--- src/rtl/pfs_pkg.sv ---
package pfs_pkg;
    typedef enum logic [1:0] {
        ST_IDLE   = 2'd0,
        ST_HUNT   = 2'd1,
        ST_LOCKED = 2'd2,
        ST_LOST   = 2'd3
    } sync_state_t;

    localparam int CTRL_INV_BCLK_BIT = 2;
    localparam int CTRL_INV_FRM_BIT  = 3;
    localparam int CTRL_EN_BIT       = 4;
    localparam logic [1:0] SEL_PAIR_PREFIX = 2'b10;
endpackage

--- src/rtl/ref_pair_select.sv ---
module ref_pair_select #(
    parameter int NUM_PAIRS   = 4,
    parameter int SYNC_STAGES = 2,
    localparam int PICK_W     = $clog2(NUM_PAIRS)
) (
    input  logic                   clk,
    input  logic                   rst_n,
    input  logic                   active,
    input  logic [2*NUM_PAIRS-1:0] ref_in,
    input  logic [PICK_W-1:0]      pick,
    input  logic                   inv_bclk,
    input  logic                   inv_frm,
    output logic                   bclk_lvl,
    output logic                   bclk_edge,
    output logic                   frm_lvl
);
    logic [NUM_PAIRS-1:0]   bclk_lines;
    logic [NUM_PAIRS-1:0]   frm_lines;
    logic                   bclk_raw;
    logic                   frm_raw;
    logic [SYNC_STAGES-1:0] bclk_sh;
    logic [SYNC_STAGES-1:0] frm_sh;
    logic                   bclk_prev;

    assign bclk_lines = ref_in[NUM_PAIRS-1:0];
    assign frm_lines  = ref_in[2*NUM_PAIRS-1:NUM_PAIRS];
    assign bclk_raw   = bclk_lines[pick] ^ inv_bclk;
    assign frm_raw    = frm_lines[pick] ^ inv_frm;

    // Synchronizer chains into the system clock domain
    always_ff @(posedge clk or negedge rst_n) begin
        if (!rst_n) begin
            bclk_sh   <= '0;
            frm_sh    <= '0;
            bclk_prev <= 1'b0;
        end else begin
            bclk_sh   <= {bclk_sh[SYNC_STAGES-2:0], bclk_raw};
            frm_sh    <= {frm_sh[SYNC_STAGES-2:0], frm_raw};
            bclk_prev <= bclk_sh[SYNC_STAGES-1];
        end
    end

    assign bclk_lvl  = active & bclk_sh[SYNC_STAGES-1];
    assign bclk_edge = active & bclk_sh[SYNC_STAGES-1] & ~bclk_prev;
    assign frm_lvl   = frm_sh[SYNC_STAGES-1];

    // a synchronized bit-clock edge never lasts two cycles
    a_r5_edge_single: assert property (@(posedge clk) disable iff (!rst_n)
        bclk_edge |=> !bclk_edge);
endmodule

--- src/rtl/frame_edge_det.sv ---
module frame_edge_det (
    input  logic clk,
    input  logic rst_n,
    input  logic active,
    input  logic bclk_edge,
    input  logic frm_lvl,
    output logic frame_evt
);
    logic frm_cap;

    // Capture the strobe on each active bit-clock edge; fire on a low-to-high capture
    always_ff @(posedge clk or negedge rst_n) begin
        if (!rst_n) begin
            frm_cap   <= 1'b1;
            frame_evt <= 1'b0;
        end else if (!active) begin
            frm_cap   <= 1'b1;
            frame_evt <= 1'b0;
        end else begin
            frame_evt <= 1'b0;
            if (bclk_edge) begin
                frm_cap   <= frm_lvl;
                frame_evt <= frm_lvl & ~frm_cap;
            end
        end
    end

    // an event only follows a bit-clock sampling edge
    a_r5_evt_after_edge: assert property (@(posedge clk) disable iff (!rst_n)
        frame_evt |-> $past(bclk_edge));
endmodule

--- src/rtl/ref_divider.sv ---
module ref_divider #(
    parameter int DIV_W = 8
) (
    input  logic             clk,
    input  logic             rst_n,
    input  logic             active,
    input  logic             bclk_edge,
    input  logic             bclk_lvl,
    input  logic [DIV_W-1:0] div_val,
    output logic             div_clk
);
    logic [DIV_W-1:0] cnt;
    logic [DIV_W-1:0] cnt_nxt;
    logic [DIV_W:0]   half;
    logic             div_q;

    assign half    = ({1'b0, div_val} + 1'b1) >> 1;
    assign cnt_nxt = (cnt >= div_val) ? '0 : cnt + 1'b1;

    always_ff @(posedge clk or negedge rst_n) begin
        if (!rst_n) begin
            cnt   <= '0;
            div_q <= 1'b0;
        end else if (!active) begin
            cnt   <= '0;
            div_q <= 1'b0;
        end else if (bclk_edge) begin
            cnt   <= cnt_nxt;
            div_q <= ({1'b0, cnt_nxt} < half);
        end
    end

    assign div_clk = active & ((div_val == '0) ? bclk_lvl : div_q);

    // the edge counter stays within the programmed range
    a_r7_count_bound: assert property (@(posedge clk) disable iff (!rst_n)
        (active && bclk_edge) |=> (cnt <= $past(div_val)));
endmodule

--- src/rtl/pair_sync_fsm.sv ---
module pair_sync_fsm
    import pfs_pkg::*;
#(
    parameter int LOST_LIMIT = 1100,
    localparam int GAP_W     = $clog2(LOST_LIMIT + 1)
) (
    input  logic clk,
    input  logic rst_n,
    input  logic active,
    input  logic bclk_edge,
    input  logic frame_evt,
    output logic frame_lost
);
    sync_state_t state;
    sync_state_t state_nxt;
    logic [GAP_W-1:0] gap_cnt;
    logic             gap_full;

    assign gap_full = (gap_cnt == GAP_W'(LOST_LIMIT));

    always_ff @(posedge clk or negedge rst_n) begin
        if (!rst_n) state <= ST_IDLE;
        else        state <= state_nxt;
    end

    always_comb begin
        state_nxt = state;
        unique case (state)
            ST_IDLE:   if (active) state_nxt = ST_HUNT;
            ST_HUNT:   if (!active) state_nxt = ST_IDLE;
                       else if (frame_evt) state_nxt = ST_LOCKED;
            ST_LOCKED: if (!active) state_nxt = ST_IDLE;
                       else if (gap_full) state_nxt = ST_LOST;
            ST_LOST:   if (!active) state_nxt = ST_IDLE;
                       else if (frame_evt) state_nxt = ST_LOCKED;
            default:   state_nxt = ST_IDLE;
        endcase
    end

    // Bit-clock edges since the last frame event, saturating at the limit
    always_ff @(posedge clk or negedge rst_n) begin
        if (!rst_n)                     gap_cnt <= '0;
        else if (!active || frame_evt)  gap_cnt <= '0;
        else if (bclk_edge && !gap_full) gap_cnt <= gap_cnt + 1'b1;
    end

    always_comb begin
        frame_lost = (state == ST_LOST);
    end

    // the flag only rises after the gap reached its limit
    a_r8_lost_entry: assert property (@(posedge clk) disable iff (!rst_n)
        $rose(frame_lost) |-> $past(gap_full));
    // the flag never stays up through inactive operation
    a_r8_lost_inactive: assert property (@(posedge clk) disable iff (!rst_n)
        (!active && $past(!active)) |-> !frame_lost);
endmodule

--- src/rtl/paired_frame_sync.sv ---
module paired_frame_sync
    import pfs_pkg::*;
#(
    parameter int NUM_PAIRS   = 4,
    parameter int SYNC_STAGES = 2,
    parameter int DIV_W       = 8,
    parameter int LOST_LIMIT  = 1100,
    localparam int PICK_W     = $clog2(NUM_PAIRS),
    localparam int SEL_W      = PICK_W + 2
) (
    input  logic                   clk,
    input  logic                   rst_n,
    input  logic [2*NUM_PAIRS-1:0] ref_in,
    input  logic [7:0]             ctrl,
    input  logic [SEL_W-1:0]       clk_sel,
    input  logic [DIV_W-1:0]       div_val,
    output logic                   frame_evt,
    output logic                   div_clk,
    output logic                   frame_lost
);
    logic active;
    logic bclk_lvl;
    logic bclk_edge;
    logic frm_lvl;

    assign active = ctrl[CTRL_EN_BIT] && (clk_sel[SEL_W-1 -: 2] == SEL_PAIR_PREFIX);

    ref_pair_select #(.NUM_PAIRS(NUM_PAIRS), .SYNC_STAGES(SYNC_STAGES)) u_sel (
        .clk(clk), .rst_n(rst_n), .active(active), .ref_in(ref_in),
        .pick(clk_sel[PICK_W-1:0]),
        .inv_bclk(ctrl[CTRL_INV_BCLK_BIT]), .inv_frm(ctrl[CTRL_INV_FRM_BIT]),
        .bclk_lvl(bclk_lvl), .bclk_edge(bclk_edge), .frm_lvl(frm_lvl)
    );

    frame_edge_det u_edge (
        .clk(clk), .rst_n(rst_n), .active(active), .bclk_edge(bclk_edge),
        .frm_lvl(frm_lvl), .frame_evt(frame_evt)
    );

    ref_divider #(.DIV_W(DIV_W)) u_div (
        .clk(clk), .rst_n(rst_n), .active(active), .bclk_edge(bclk_edge),
        .bclk_lvl(bclk_lvl), .div_val(div_val), .div_clk(div_clk)
    );

    pair_sync_fsm #(.LOST_LIMIT(LOST_LIMIT)) u_fsm (
        .clk(clk), .rst_n(rst_n), .active(active), .bclk_edge(bclk_edge),
        .frame_evt(frame_evt), .frame_lost(frame_lost)
    );

    // a settled inactive configuration is quiet at both outputs
    a_r1_idle_quiet: assert property (@(posedge clk) disable iff (!rst_n)
        (!active && $past(!active)) |-> (!frame_evt && !div_clk));
    // frame events are single-cycle pulses
    a_r5_single_pulse: assert property (@(posedge clk) disable iff (!rst_n)
        frame_evt |=> !frame_evt);
endmodule

--- config.mk ---
export PLATFORM = sky130hd
export DESIGN_NAME = paired_frame_sync
export DESIGN_NICKNAME = d
export VERILOG_FILES = /design/src/rtl/pfs_pkg.sv /design/src/rtl/ref_pair_select.sv /design/src/rtl/frame_edge_det.sv /design/src/rtl/ref_divider.sv /design/src/rtl/pair_sync_fsm.sv /design/src/rtl/paired_frame_sync.sv
export SDC_FILE = /design/constraint.sdc
export NUM_CORES = 1
export LEC_CHECK = 0
export ABC_AREA = 1
export ABC_CLOCK_PERIOD_IN_PS = 5800
export BUFFER_PORTS_ARGS = -buffer_cell sky130_fd_sc_hd__buf_2
export CORE_UTILIZATION = 55
export DETAILED_ROUTE_END_ITERATION = 7
export PLACE_DENSITY_LB_ADDON = 0.12
export SLEW_MARGIN = 5
export SYNTH_ARGS = -nofsm -noshare
export SYNTH_HDL_FRONTEND = slang
export SYNTH_SLANG_ARGS = --single-unit
--- constraint.sdc ---
create_clock -name clk -period 5.8 [get_ports clk]
set_input_delay 0.87 -clock clk [delete_from_list [all_inputs] [get_ports clk]]
set_output_delay 0.87 -clock clk [all_outputs]
set_load 0.02 [all_outputs]
Word-level counts from Yosys, hierarchy flattened
Cells that the tools add are included.

storage, ports and cells
  bits in registers = 29
  input bits = 30
  output and inout bits = 3
  logic and storage cells = 64

cells by class
  add/sub/neg operators = 3
  $lt $le $gt $ge = 3
  equal/unequal tests = 9
  mux-type cells = 22
  bitwise gates (word level) = 8
  reductions and logical operators = 10

operator list
  operator                                                    number
  two-way mux 8 bit                                           3
  two-way mux 11 bit                                          2
  adder 11 x 1 -> 11 bit, second input constant               1
  equality test 11 bit, second input constant                 1
  two-way mux 2 bit                                           5
  adder 8 x 1 -> 9 bit, second input constant                 1
  two-way mux 1 bit                                           9
  adder 8 x 1 -> 8 bit, second input constant                 1
  >= comparator 8 bit                                         1
  zero test 8 bit                                             1
  less-than comparator 8 bit                                  1
  equality test 2 bit, second input constant                  3
  case mux 2 bit (3 select lines)                             1
  bitwise AND 1 bit                                           4
  binary-select mux 1 bit (select 2 bit)                      2
  less-than comparator 2 x 3 -> 1 bit, second input constant  1
  inequality test 3 x 2 -> 1 bit, second input constant       1
  inequality test 3 bit, second input constant                1
  AND reduction 3 bit                                         1
  equality test 2 x 1 -> 1 bit, second input constant         1
  logical AND 1 bit                                           2
  zero test 1 bit                                             2
  zero test 2 bit                                             1
  inequality test 2 x 1 -> 1 bit, second input constant       1
  6 further kinds                                             8

Logic depth before layout (Yosys ltp)
  word-level depth = 7
  depth in mapped cells = 19

Modules after synthesis
A second synthesis with hierarchy kept.

unflattened totals
  cells, all modules = 320
  area, all modules = 2,292.2 um^2

by module, submodules not included
  module             instances  cells an instance  area each (um^2)
  ref_divider        1          151                1,089.8
  pair_sync_fsm      1          126                879.6
  ref_pair_select    1          32                 234.0
  frame_edge_det     1          9                  78.8
  paired_frame_sync  1          2                  10.0

Worst setup path before layout
No wires, ideal clock.

  path type = input-to-reg
  start = in div_val[1]
  end = reg u_div.div_q
  library setup time = 0.065 ns
  data arrival time = 2.695 ns
  data required time = 5.735 ns
  path slack = 3.040 ns
  stages = 17
  buffers on the path = 0
  cell sequence = inv_1 ha_1 inv_1 a21oi_1 o21ai_0 nand2_1 nand2_1 nand2_1 inv_1 nand3_1 inv_1 ha_1 a21oi_1 nor2_1 a2111oi_0 nand2_1 nand2_1

on the way
  longest elaborated chain between the ends = 5
  elaborated cells between the ends (all ways) = 6
  those cells by class = add/sub: 1; order compare: 2; mux: 3

RTL lines
  item                            RTL line                 RTL
  start: declaration              paired_frame_sync.sv:16  input logic [DIV_W-1:0] div_val,
  >= comparator 8 bit             ref_divider.sv:18        assign cnt_nxt = (cnt >= div_val) ? '0 : cnt + 1'b1;
  two-way mux 8 bit               ref_divider.sv:18
  less-than comparator 8 bit (*)  ref_divider.sv:29        div_q <= ({1'b0, cnt_nxt} < half);
  two-way mux 1 bit (*)           ref_divider.sv:27        end else if (bclk_edge) begin
  two-way mux 1 bit (*)           ref_divider.sv:24        end else if (!active) begin
  end signal: assignment          ref_divider.sv:29
  end: declaration                ref_divider.sv:15        logic div_q;

Mark *: on every way between the ends. The rest lies on a longest branch, timed or not. The select of a mux whose other input is x is not followed.
A chain may end at the register's enable or synchronous reset.

Worst setup path after layout
  start = in div_val[1]
  end = out div_clk

on the way
  longest elaborated chain between the ends = 3

RTL lines
  item               RTL line                 RTL
  zero test 8 bit    ref_divider.sv:33        assign div_clk = active & ((div_val == '0) ? bclk_lvl : div_q);
  two-way mux 1 bit  ref_divider.sv:33
  bitwise AND 1 bit  ref_divider.sv:33
  end: declaration   paired_frame_sync.sv:18  output logic div_clk,

Every way passes these cells.

==> out/qor.txt <==
========================================================================================
Status                                                                      finished, final reports clean
Synth Instances                                                                      279
Number of CTS-inserted buffers                                                         5
Maximum capacitance violations                                                         0
Die width                                                                        63.3 um
Overall track demand over capacity in global routing                               24.0%
Die outline height                                                               63.3 um
Number of nets produced by synthesis                                                 329
Antenna Diode Count                                                                    0
Number of sinks handled by clock tree synthesis                                       29
Min-delay worst type                                                             reg2reg
Total via count after detailed routing                                             1,795
Fin. max-slew vios                                                                     0
Root buffer selected by CTS                                                     clkbuf_8
Total setup buffers inserted after CTS                                                 0
Post-Synthesis Cell Area                                                     0.00206 mm2
Effective utilization at floorplan                                                 59.5%
Post-route clock period utilization                                                52.7%
DRC violations left                                                                    0
Relative slew slack                                                                45.9%
Slew at the pin closest to its max-slew limit                                     808 ps
Maximum ir drop on the vdd rail                                               0.000177 V
Endpoint type of the worst setup path                                        output port
Setup repair after global routing missed its margin                                   no
Shortest period the worst path allows                                            3060 ps
Crit-path max FO                                                                       3
Core Box Area                                                                0.00347 mm2
# setup viols final                                                                    0
Power density over cell area                                                  193 mW/mm2
Net total in the final layout                                                        362
Final Worst Setup Slack                                                          2740 ps
Sw Share                                                                           25.8%
Warnings from Yosys                                                                    0
Clock latency of the later-clocked register in the worst-skew pair                280 ps
Post-cts gate resize count                                                             0
Most common library cell in the layout ignoring fill and taps                    nand2_1
DR WL/cell                                                                       11.2 um
Port-buffer cells                                                                     27
Flops & latches, synth                                                                29
Netlist cell types                                                                    29
Crit path required time                                                          4930 ps
Switching power                                                               0.000116 W
Worst slack at placement                                                         2600 ps
Die area                                                                     0.00400 mm2
DR pass1 iterations                                                                    4
Leakage power figure                                                             1.22 nW
Total half-perimeter wirelength after legalization and detailed placement        3220 um
Area growth from synthesis to layout                                               13.0%
Worst clock skew on the final layout                                             6.91 ps
Clock tree from TritonCTS                                                          built
Maximum clock frequency                                                          327 MHz
Multi-input combinational cell area                                          0.00112 mm2
Global-route wire length before repair                                           7480 um
Clock Path Buffers                                                                     2
Setup TNS                                                                           0 ps
Layout cell share with drive strength beyond 1                                     13.4%
Row count                                                                             21
Startpoint-to-endpoint class of the critical path                                 in2out
Kind of start point of the critical path                                       input pin
Internal Pwr Total                                                            0.000334 W
Htree depth                                                                            2
Clock Power Share                                                                  36.9%
ANT nets after route                                                                   0
Number of buffers inserted for hold repair after clock tree synthesis                  0
Area occupied by registers                                                       727 um2
Crit path arrival time                                                           2190 ps
Clock transition at path regs                                                      60 ps
Via count of the first global-routing pass                                         1,678
Most frequent cells in the layout                                           nand2_1, inv_1, dfrtp_1
Wire length reported by the detailed router                                      4010 um
Routability Congestion                                                             0.895
Number of placed I/O pins                                                             33
Sequential cell fraction of total power                                            48.9%
Largest net degree at the start of global routing                                     30
Synthesized area divided by synthesized cell count                              7.40 um2
Via-to-Cell Ratio                                                                   5.00
Share of total power in combinational logic                                        14.2%
Fin Hold WS                                                                       360 ps
Seq/Total Area, Yosys                                                              35.2%
Endpoints failing hold                                                                 0
Congestion Overflow GR                                                                 0
Filler instances                                                                     316
Initial antenna violation count                                                        0
Iteration-0 DRC count of the detailed router                                          92
========================================================================================
==> area by class of cell <==
cell class              count  area share [%]
clock buffers               8            3.86
well taps                  46            2.47
multi-input cells         195            48.0
flip-flops and latches     29            31.2
repair buffers             27            5.79
inverters                  54            8.69
==> registers in the layout (all words and copies together) (netlist names) <==
name / count
u_sel.frm_sh: 2
u_fsm.gap_cnt: 11
u_fsm.state: 2
u_sel.bclk_prev: 1
u_div.div_q: 1
u_div.cnt: 8
u_sel.bclk_sh: 2
u_edge.frame_evt: 1
u_edge.frm_cap: 1
==> logic make-up (layout without fill, tap and decap cells) <==
group | after synthesis | count (layout) | synth area share (%)
and+or+nand+nor | 124 | 124 | 27.0
buffers and inverters | 55 | 89 | 10.5
AOI/OAI and AO/OA | 41 | 41 | 11.0
DFF | 29 | 29 | 35.2
adders and majority gates | 20 | 20 | 12.1
xor gates and xnor gates | 10 | 10 | 4.24
==> per-stage QoR <==
step | cells | area [um2] | total power (W) | util (%)
3_5_place_dp | 351 | 2240 | 0.000287 | 64.7
2_1_floorplan | 279 | 2060 | 0.000263 | -
6_report | 359 | 2330 | 0.000449 | 67.3
4_1_cts | 359 | 2330 | 0.000454 | 67.3
3_3_place_gp | 351 | 2240 | 0.000285 | 64.7
5_1_grt | 359 | 2330 | 0.000475 | 67.3
==> metal layers <==
layer | share of wire, % | wire [um] | track usage (%) | up-vias
li1 | - | - | - | 969
met1 | 55 | 2200 | 35.4 | 779
met2 | 40 | 1610 | 35.3 | 40
met3 | 4.3 | 173 | 5.62 | 7
met4 | 0.92 | 37 | 5.97 | 0
met5 | 0 | 0 | 0 | -
==> Yosys cell counts, drive strengths merged <==
cell type  instances  share of area, %
clkbuf             1              0.67
o22ai              6               1.8
o21ai             18               4.4
a21oi             12               2.9
nand3             14               3.4
nand4              5               1.5
xor2               9               3.8
dfrtp             28                34
a2111oi            1              0.42
ha                20                12
and3               1              0.30
nand2             59                11
inv               54               9.8
nor3              10               3.0
dfstp              1               1.3
o31ai              1              0.36
nor4               4               1.2
o21a               1              0.36
xnor2              1              0.42
a21o               1              0.36
o21bai             1              0.36
nor3b              2              0.73
nor2              29               5.5
==> critical path, stage by stage <==
cell     delay (ps)
buf_2           110
inv_1           100
ha_1            150
nand4_1         110
nor4_1          410
o21ai_0         140
a21oi_1         120
buf_2           170
==> power groups by stage <==
stage	sequential [W]	combinational (W)	clock [W]
after floorplan	0.000222	0.0000418	0
after global placement	0.000223	0.0000622	0
after detailed placement	0.000223	0.0000636	0
after CTS	0.000220	0.0000641	0.000170
after global routing	0.000221	0.0000747	0.000180
final	0.000220	0.0000636	0.000166
==> final timing paths <==
check / from / end / slack [ps] / cells past startpoint
setup / recovery: div_val[1] / div_clk / 2740 / 8
hold / removal: u_sel.frm_sh[0] / u_sel.frm_sh[1] / 360 / 0
setup reg to reg: u_div.cnt[0] / u_div.div_q / 3160 / 17
hold reg to reg: u_sel.frm_sh[0] / u_sel.frm_sh[1] / 360 / 0
max in group asynchronous: rst_n / u_fsm.gap_cnt[6] / 4790 / 1
min in group asynchronous: rst_n / u_div.cnt[7] / 600 / 1
(Power assumes the default switching activity.)
